===== config.mk =====
export PLATFORM = sky130hd
export DESIGN_NAME = bl_pwm
export DESIGN_NICKNAME = d
export VERILOG_FILES = /design/src/rtl/bl_pwm.sv
export SDC_FILE = /design/constraint.sdc
export NUM_CORES = 1
export LEC_CHECK = 0
export CORE_MARGIN = 5
export CORE_UTILIZATION = 59
export DETAILED_ROUTE_END_ITERATION = 7
export GPL_TIMING_DRIVEN = 0
export PLACE_DENSITY_LB_ADDON = 0.12
export SYNTH_ARGS = -nofsm -noshare
export SYNTH_HDL_FRONTEND = slang
export SYNTH_SLANG_ARGS = --single-unit

===== constraint.sdc =====
create_clock -name clk -period 4.3 [get_ports clk]
set_input_delay 0.86 -clock clk [delete_from_list [all_inputs] [get_ports clk]]
set_output_delay 0.86 -clock clk [all_outputs]
set_load 0.01 [all_outputs]

===== src/rtl/bl_pwm.sv =====
module bl_pwm #(
  parameter int CW     = 16,
  parameter int FDEPTH = 4,
  parameter int PW     = 12
) (
  input  logic        clk,
  input  logic        rst_n,
  input  logic        hf_tick,
  input  logic        lf_tick,
  input  logic        bus_sel,
  input  logic        bus_wr,
  input  logic [4:2]  bus_addr,
  input  logic [31:0] bus_wdata,
  output logic [31:0] bus_rdata,
  output logic        pwm_out,
  output logic        irq
);
  localparam int AW   = $clog2(FDEPTH);
  localparam int CNTW = $clog2(FDEPTH + 1);

  logic [31:0]     ctrl_q, ie_q;
  logic [CW-1:0]   period_q, duty_q;
  logic [CW:0]     cnt;
  logic            running;
  logic [PW-1:0]   pre_cnt;
  logic [2:0]      rep_cnt;
  logic [CW-1:0]   mem [FDEPTH];
  logic [AW-1:0]   rd_ptr, wr_ptr;
  logic [CNTW-1:0] fcnt;

  wire             en     = ctrl_q[0];
  wire [1:0]       rep_sel = ctrl_q[2:1];
  wire             swrst  = ctrl_q[3];
  wire [PW-1:0]    presc  = ctrl_q[4 +: PW];
  wire [1:0]       src_sel = ctrl_q[17:16];
  wire             pol    = ctrl_q[18];
  wire [1:0]       wm_sel = ctrl_q[27:26];

  wire wr_any    = bus_sel & bus_wr;
  wire wr_ctrl   = wr_any & (bus_addr == 3'd0);
  wire wr_ie     = wr_any & (bus_addr == 3'd2);
  wire wr_sample = wr_any & (bus_addr == 3'd3);
  wire wr_period = wr_any & (bus_addr == 3'd4);

  logic src_tick;
  always_comb
    case (src_sel)
      2'd0:    src_tick = 1'b0;
      2'd1:    src_tick = 1'b1;
      2'd2:    src_tick = hf_tick;
      default: src_tick = lf_tick;
    endcase

  wire [2:0]  reps_m1 = 3'((4'd1 << rep_sel) - 4'd1);
  wire [CW:0] per_end = {1'b0, period_q} + (CW+1)'(1);
  wire        step    = running & src_tick & (pre_cnt == presc);
  wire        wrap    = step & (cnt == per_end);
  wire        start   = en & ~running;
  wire        load    = start | (wrap & (rep_cnt == reps_m1));
  wire        pop     = load & (fcnt != '0);
  wire        push    = wr_sample & (fcnt != CNTW'(FDEPTH));

  wire [CNTW-1:0] slots = CNTW'(FDEPTH) - fcnt;
  wire            wm    = slots >= (CNTW'(wm_sel) + CNTW'(1));

  always_ff @(posedge clk or negedge rst_n)
    if (!rst_n)       ctrl_q <= '0;
    else if (swrst)   ctrl_q <= '0;
    else if (wr_ctrl) ctrl_q <= bus_wdata;

  always_ff @(posedge clk or negedge rst_n)
    if (!rst_n) begin
      ie_q     <= '0;
      period_q <= '0;
    end else begin
      if (wr_ie)     ie_q     <= bus_wdata;
      if (wr_period) period_q <= bus_wdata[CW-1:0];
    end

  always_ff @(posedge clk or negedge rst_n)
    if (!rst_n) begin
      running <= 1'b0;
      cnt     <= '0;
      pre_cnt <= '0;
      rep_cnt <= '0;
    end else if (swrst || !en) begin
      running <= 1'b0;
      cnt     <= '0;
      pre_cnt <= '0;
      rep_cnt <= '0;
    end else if (start) begin
      running <= 1'b1;
      cnt     <= '0;
      pre_cnt <= '0;
      rep_cnt <= '0;
    end else if (running && src_tick) begin
      if (pre_cnt == presc) begin
        pre_cnt <= '0;
        cnt     <= wrap ? '0 : cnt + (CW+1)'(1);
        if (wrap) rep_cnt <= (rep_cnt == reps_m1) ? 3'd0 : rep_cnt + 3'd1;
      end else begin
        pre_cnt <= pre_cnt + PW'(1);
      end
    end

  always_ff @(posedge clk)
    if (push) mem[wr_ptr] <= bus_wdata[CW-1:0];

  always_ff @(posedge clk or negedge rst_n)
    if (!rst_n) begin
      rd_ptr <= '0;
      wr_ptr <= '0;
      fcnt   <= '0;
    end else if (swrst) begin
      rd_ptr <= '0;
      wr_ptr <= '0;
      fcnt   <= '0;
    end else begin
      if (push) wr_ptr <= wr_ptr + AW'(1);
      if (pop)  rd_ptr <= rd_ptr + AW'(1);
      fcnt <= fcnt + CNTW'(push) - CNTW'(pop);
    end

  always_ff @(posedge clk or negedge rst_n)
    if (!rst_n)   duty_q <= '0;
    else if (pop) duty_q <= mem[rd_ptr];

  always_comb
    case (bus_addr)
      3'd0:    bus_rdata = ctrl_q;
      3'd1:    bus_rdata = 32'({wm, fcnt == '0, fcnt});
      3'd2:    bus_rdata = ie_q;
      3'd3:    bus_rdata = 32'(duty_q);
      3'd4:    bus_rdata = 32'(period_q);
      3'd5:    bus_rdata = 32'(cnt[CW-1:0]);
      default: bus_rdata = '0;
    endcase

  assign pwm_out = pol ^ (running & (cnt < {1'b0, duty_q}));
  assign irq     = ie_q[0] & wm;
endmodule


# After elaboration in Yosys (flattened, before gate mapping)
# Memory sizes are Yosys's and may differ from the RTL's. A register that Yosys moved wholly into a read port is not among the register bits.
# Cells that the tools add are included.
# word_totals
regBits	120
ram_bits	64
input_bits	41
output_inout_bits	34
word_cells	99
mem_count	1
# op_classes
n_addsub	11
n_lt_le_gt_ge	2
eq_ne	11
n_shift	1
n_mux	28
bitwise_logic	17
reduce_logical	17
# memory_table
name	words	width	read_ports	rd_clocked_by_memory_dff	wr	line_no	text
mem	4	16	1	1	1	27	logic [CW-1:0] mem [FDEPTH];
# op_table
op	count
32-bit one-hot mux with 6 select lines	1
17-bit two-way mux	5
32-bit two-way mux	2
12-bit two-way mux	4
3-bit two-way mux	7
16-bit by 1-bit adder with 17-bit output (second input constant)	1
17-bit by 1-bit adder with 17-bit output (second input constant)	1
17-bit equality test	1
17-bit by 16-bit less-than comparator with 1-bit output	1
1-bit AND	14
12-bit by 1-bit adder with 12-bit output (second input constant)	1
12-bit equality test	1
3-bit nonzero test	4
2-bit two-way mux	4
2-bit nonzero test	4
3-bit by 2-bit equality test with 1-bit output (second input constant)	2
3-bit equality test (second input constant)	2
3-bit logical NOT	2
2-bit by 1-bit adder with 2-bit output (second input constant)	2
1-bit two-way mux	4
2-bit by 1-bit adder with 3-bit output (second input constant)	1
3-bit by 1-bit adder with 3-bit output	1
3-bit by 1-bit adder with 3-bit output (second input constant)	1
3-bit by 1-bit equality test with 1-bit output (second input constant)	1
19 further kinds	20

# Longest topological paths before layout
# depth
ltp_word	10
depth_mapped	17
depth_no_buf	16

# Worst setup path before layout
# Ideal clock, no wire load.
# synth_timing
path_kind	register to register
start	reg period_q[3]
end	reg fcnt[2]
setup_time_ns	0.132
t_arrival_ns	3.501
t_required_ns	4.168
slack_ns	0.667
path_stages_with_launch	18
n_path_buf	2
synth_period_minus_slack_ns	3.633
path_cell_list	dfrtp_1 -> clkbuf_1 -> nand3_1 -> or2_2 -> a2111oi_0 -> a211oi_1 -> nor3_1 -> a31oi_1 -> inv_2 -> buf_1 -> ha_1 -> inv_1 -> ha_1 -> inv_1 -> fa_1 -> xnor2_1 -> xnor2_1 -> nor2_1
# synth_via
elab_chain_len	8
# synth_rtl
element	line_no	text
start, declared	22	logic [CW-1:0] period_q, duty_q;
start signal, assigned	77	if (wr_period) period_q <= bus_wdata[CW-1:0];
16-bit by 1-bit adder with 17-bit output	55	wire [CW:0] per_end = {1'b0, period_q} + (CW+1)'(1);
17-bit equality test	57	wire wrap = step & (cnt == per_end);
1-bit AND	57	
1-bit AND	59	wire load = start | (wrap & (rep_cnt == reps_m1));
1-bit OR	59	
1-bit AND	60	wire pop = load & (fcnt != '0);
named net pop	60	
3-bit by 1-bit subtractor with 3-bit output	121	fcnt <= fcnt + CNTW'(push) - CNTW'(pop);
3-bit two-way mux	114	end else if (swrst) begin
end signal, assigned	121	
end, declared	29	logic [CNTW-1:0] fcnt;
# The timed path passes the listed nets, and every way through them passes these cells.
# A chain may end at the register's enable or synchronous reset.

# Worst setup path after layout
# layout_timing
start	reg period_q[3]
end	reg fcnt[2]
# layout_via
elab_chain_len	8
# layout_rtl
element	line_no
16-bit by 1-bit adder with 17-bit output	55
17-bit equality test	57
1-bit AND	57
1-bit AND	59
1-bit OR	59
1-bit AND	60
3-bit by 1-bit subtractor with 3-bit output	121
3-bit two-way mux	114
# Every way passes these cells.

==> key figures <==
Status
  – Status: completed

Cells and area
  – N_diodes: 0
  – Util after Layout: 70.35%
  – Commonest non-fill, non-tap cell in the layout: dfrtp_1
  – Layout Nets: between 900 and 1000
  – Synth-to-layout area growth: 16.79%
  – Fraction of layout cells with a size suffix above 1: 14.47%
  – Fillers: 1189
  – Most frequent cells in the layout: dfrtp_1 (136), clkdlybuf4s50_1 (71), mux2_2 (67)

Power
  – Overall Power: between 5000 and 6000 µW
  – Pleak: roughly 0.0047 µW
  – Combinational power share: between 20% and 30%
  – Sequential Power Share: between 40 and 50%
  – Switching Share: between 30% and 40%
  – Net Switching: 1788 µW
  – Int Power: roughly 3900 µW
  – Maximum vdd drop: roughly 330 µV
  – Power share of the clock group: 29.8%
  – Power density over the cells: 490.1 nW/µm²

Timing
  – Relative slew margins: 21.64%
  – RSZ-0062 raised after global routing: yes
  – Hold Fails Final Rpt: 0
  – Final min period: 4.228 ns
  – Tcrit/Tclk final: 98.31%
  – Worst Tran Pin Value: approximately 1.2 ns
  – Fin Clk Skew: 0.01150 ns
  – Max Clock Freq: around 0.24 GHz
  – # setup viols final: 0
  – Max-slew violations: 0

Setup path
  – Reg-to-reg endpoint: fcnt[2]
  – CP top delay family: compound AO/OA/AOI/OAI gates
  – Reg2reg start: period_q[3]
  – Crit-path slowest cell: a211oi_1
  – Crit path kind: reg -> reg
  – Worst Path Max Fanout: 18
  – R2R setup slack: between 0.07 and 0.08 ns
  – Crit end category: flop
  – Data arrival, critical path: 4.53 ns
  – Data required, critical path: between 4 and 5 ns
  – CP peak stage delay: 0.42 ns
  – Worst reg2reg path depth: 16
  – Worst-path cell chain: clkbuf_1 > nand3_2 > o41ai_1 > a2111oi_0 > a211oi_1 > nor3_1 > a31oi_1 > inv_2 > ha_1 > inv_1 > ha_1 > inv_1 > fa_1 > xnor2_1 > xnor2_1 > nor2_1
  – Startpoint Class: flop
  – WP buf/inv: 4

Hold path
  – Hold WC Path Type: in -> async

Global route
  – Grt met1 use: about 36%
  – Tot GR Track Use: a little over a quarter
  – Met2 GRT Util: about 45%
  – Grt total ovfl: 0
  – Met3 GRT Util: 5.147%
  – Top Usage Layer GRT: met2
  – Global-route wire length before repair: 41140 µm
  – Pin count of the biggest net entering global routing: 99
  – Vias in the first global route: 7457
  – Initial antenna violation count: 0

Clock tree
  – H-tree levels: 4
  – CTS root buf: clkbuf_16
  – Total CTS buffers: 17
  – CTS tree: done
  – Clock tree sinks: 200
  – CTS Buffer Depth: 2
  – Clock transition at path regs: 0.08 ns
  – Clk_lat worst skew: ~0.44 ns
  – Setup repair bufs after CTS: 0

Floorplan
  – Site Rows: 47
  – Chip height: ~140 µm
  – Core region area: 16640 µm²
  – Die X: approximately 140 µm
  – Starting Density: 60.24%
  – Die footprint: around 20000 µm²
  – Top Ports: 75

Synthesis
  – Syn nets: between 800 and 900
  – Synth warnings: 0
  – #FFs+latches synth: 200
  – Netlist cell types: between 50 and 60
  – Main synth FF type: dfrtp_1
  – Netlist Area Pre-Place: 10020 µm²
  – Sequential area share after synthesis: a little over half
  – Ys async rst share: about two thirds
  – Number of flops mapped to enable cells by yosys: between 60 and 70
  – Syn avg cell area: about 12 µm²
  – Post-Syn Instances: 823

Placement
  – DP HPWL: approximately 18000 µm
  – PortBufs: 72
  – RD Place Congestion: just over 0.9

Routing
  – Wire per inst: 22.44 µm
  – Starting DRT DRC Count: approximately 550
  – DR DRC count: 0
  – Via count: 7241
  – Post-Route WL: ~26000 µm
  – Post-route ant nets: 0
  – DR pass1 iterations: 6
  – Via density: about 6.3

Job
  – Max-cap violation count: 0
## sequential cells by signal, summed over array words and instances (netlist names)
register,count
cnt,17
ctrl_q,32
duty_q,16
fcnt,3
ie_q,32
mem,64
period_q,16
pre_cnt,12
rd_ptr,2
rep_cnt,3
running,1
wr_ptr,2
## cells in the mapped netlist (3+ instances only)
| master | count | area, µm² |
|---|---|---|
| o221ai_1 | 12 | 105.1 |
| nor3_1 | 9 | 45.04 |
| a211oi_1 | 5 | 37.54 |
| and2_1 | 16 | 100.1 |
| nor2_1 | 52 | 195.2 |
| a22o_1 | 47 | 411.6 |
| nor4b_1 | 3 | 26.28 |
| nand2_1 | 43 | 161.4 |
| nor3b_1 | 5 | 37.54 |
| or3_1 | 5 | 31.28 |
| and4_1 | 3 | 26.28 |
| o22ai_1 | 7 | 43.79 |
| dfrtp_1 | 136 | 3403 |
| a31oi_1 | 6 | 37.54 |
| o21ai_0 | 11 | 55.05 |
| ha_1 | 32 | 400.4 |
| mux2_2 | 67 | 754.5 |
| mux2i_1 | 18 | 180.2 |
| nand4_1 | 12 | 75.07 |
| and3_1 | 10 | 62.56 |
| a22oi_1 | 13 | 97.59 |
| nand2b_1 | 7 | 43.79 |
| edfxtp_1 | 64 | 1922 |
| buf_2 | 3 | 15.01 |
| a21oi_1 | 17 | 85.08 |
| xnor2_1 | 29 | 254.0 |
| mux4_2 | 19 | 427.9 |
| inv_1 | 40 | 150.1 |
| nand3_1 | 19 | 95.09 |
| xor2_1 | 26 | 227.7 |
| buf_1 | 8 | 30.03 |
| a2111oi_0 | 3 | 26.28 |
| clkbuf_1 | 36 | 135.1 |
| nor2b_1 | 5 | 31.28 |
| a21o_1 | 7 | 52.55 |
| nor4_1 | 4 | 25.02 |
## worst register-to-register path, stage by stage (launching register included)
cell	delay, ns
dfrtp_1	0.32
clkbuf_1	0.33
nand3_2	0.25
o41ai_1	0.38
a2111oi_0	0.14
a211oi_1	0.42
nor3_1	0.10
a31oi_1	0.42
inv_2	0.32
ha_1	0.38
inv_1	0.06
ha_1	0.12
inv_1	0.05
fa_1	0.38
xnor2_1	0.22
xnor2_1	0.15
nor2_1	0.06
## timing repair
item / CTS / global route
setup endpoints to repair: 13 / 13
hold buffers: 0 / 0
gates resized for setup: 2 / 7
pin swaps: 0 / 1
## cells by family after synthesis
kind of cell    after synthesis  share of synthesized area [%]
mux                         104                          13.59
fa+ha+maj                    33                          4.194
xor+xnor                     55                          4.805
compound gates              140                          10.55
buf+inv                      88                          3.332
flops                       200                          53.12
simple gates                203                          10.41
## worst max-delay path by stage
stage | from | to | slack (ns) | depth (start not counted)
floorplan | period_q[3] | fcnt[2] | 0.67 | 17
global placement | rst_n | ctrl_q[29] | -2.91 | 1
detailed placement | hf_tick | fcnt[2] | -0.42 | 16
CTS | period_q[3] | fcnt[2] | 0.003 | 16
global route | period_q[3] | fcnt[2] | -0.12 | 16
finish | period_q[3] | fcnt[2] | 0.07 | 16
## metal layers
layer | wire [µm] | share of wire [%]
met1 | 10700 | 42
met3 | 1648 | 6.4
met5 | 0 | 0
met2 | 12800 | 50
met4 | 563 | 2.2
## power by group through the flow
stage          combinational (µW)  sequential [µW]  clock [µW]
5_1_grt                      1620             2580        1810
3_3_place_gp                 1390             2570           0
2_1_floorplan                1040             2440           0
6_report                     1470             2550        1710
4_1_cts                      1470             2550        1730
3_5_place_dp                 1450             2580           0
## area by class of cell
| cell class | instances | area (µm²) | area share, % |
|---|---|---|---|
| plain buffers | 45 | 175.2 | 1.496 |
| inverters | 41 | 153.9 | 1.315 |
| repair buffers | 73 | 749.5 | 6.402 |
| flip-flops and latches | 200 | 5325 | 45.48 |
| multi-input cells | 535 | 4390 | 37.50 |
| clock inverters | 15 | 212.7 | 1.817 |
| clock buffers | 17 | 425.4 | 3.634 |
| well taps | 220 | 275.3 | 2.351 |
## stage by stage
step                setup slack (ns)  instances  area (µm²)  setup TNS [ns]  hold slack (ns)
global route                 -0.1238       1146       11710         -0.1238           0.3445
global placement              -2.909       1115       11020         -394.50           0.4671
CTS                         0.002558       1146       11680               0           0.3303
finish                       0.07246       1146       11710               0           0.3219
detailed placement           -0.4155       1116       11050          -1.808           0.4857
floorplan                     0.6672        823       10020               0           0.4189
(Power assumes the default switching activity.)
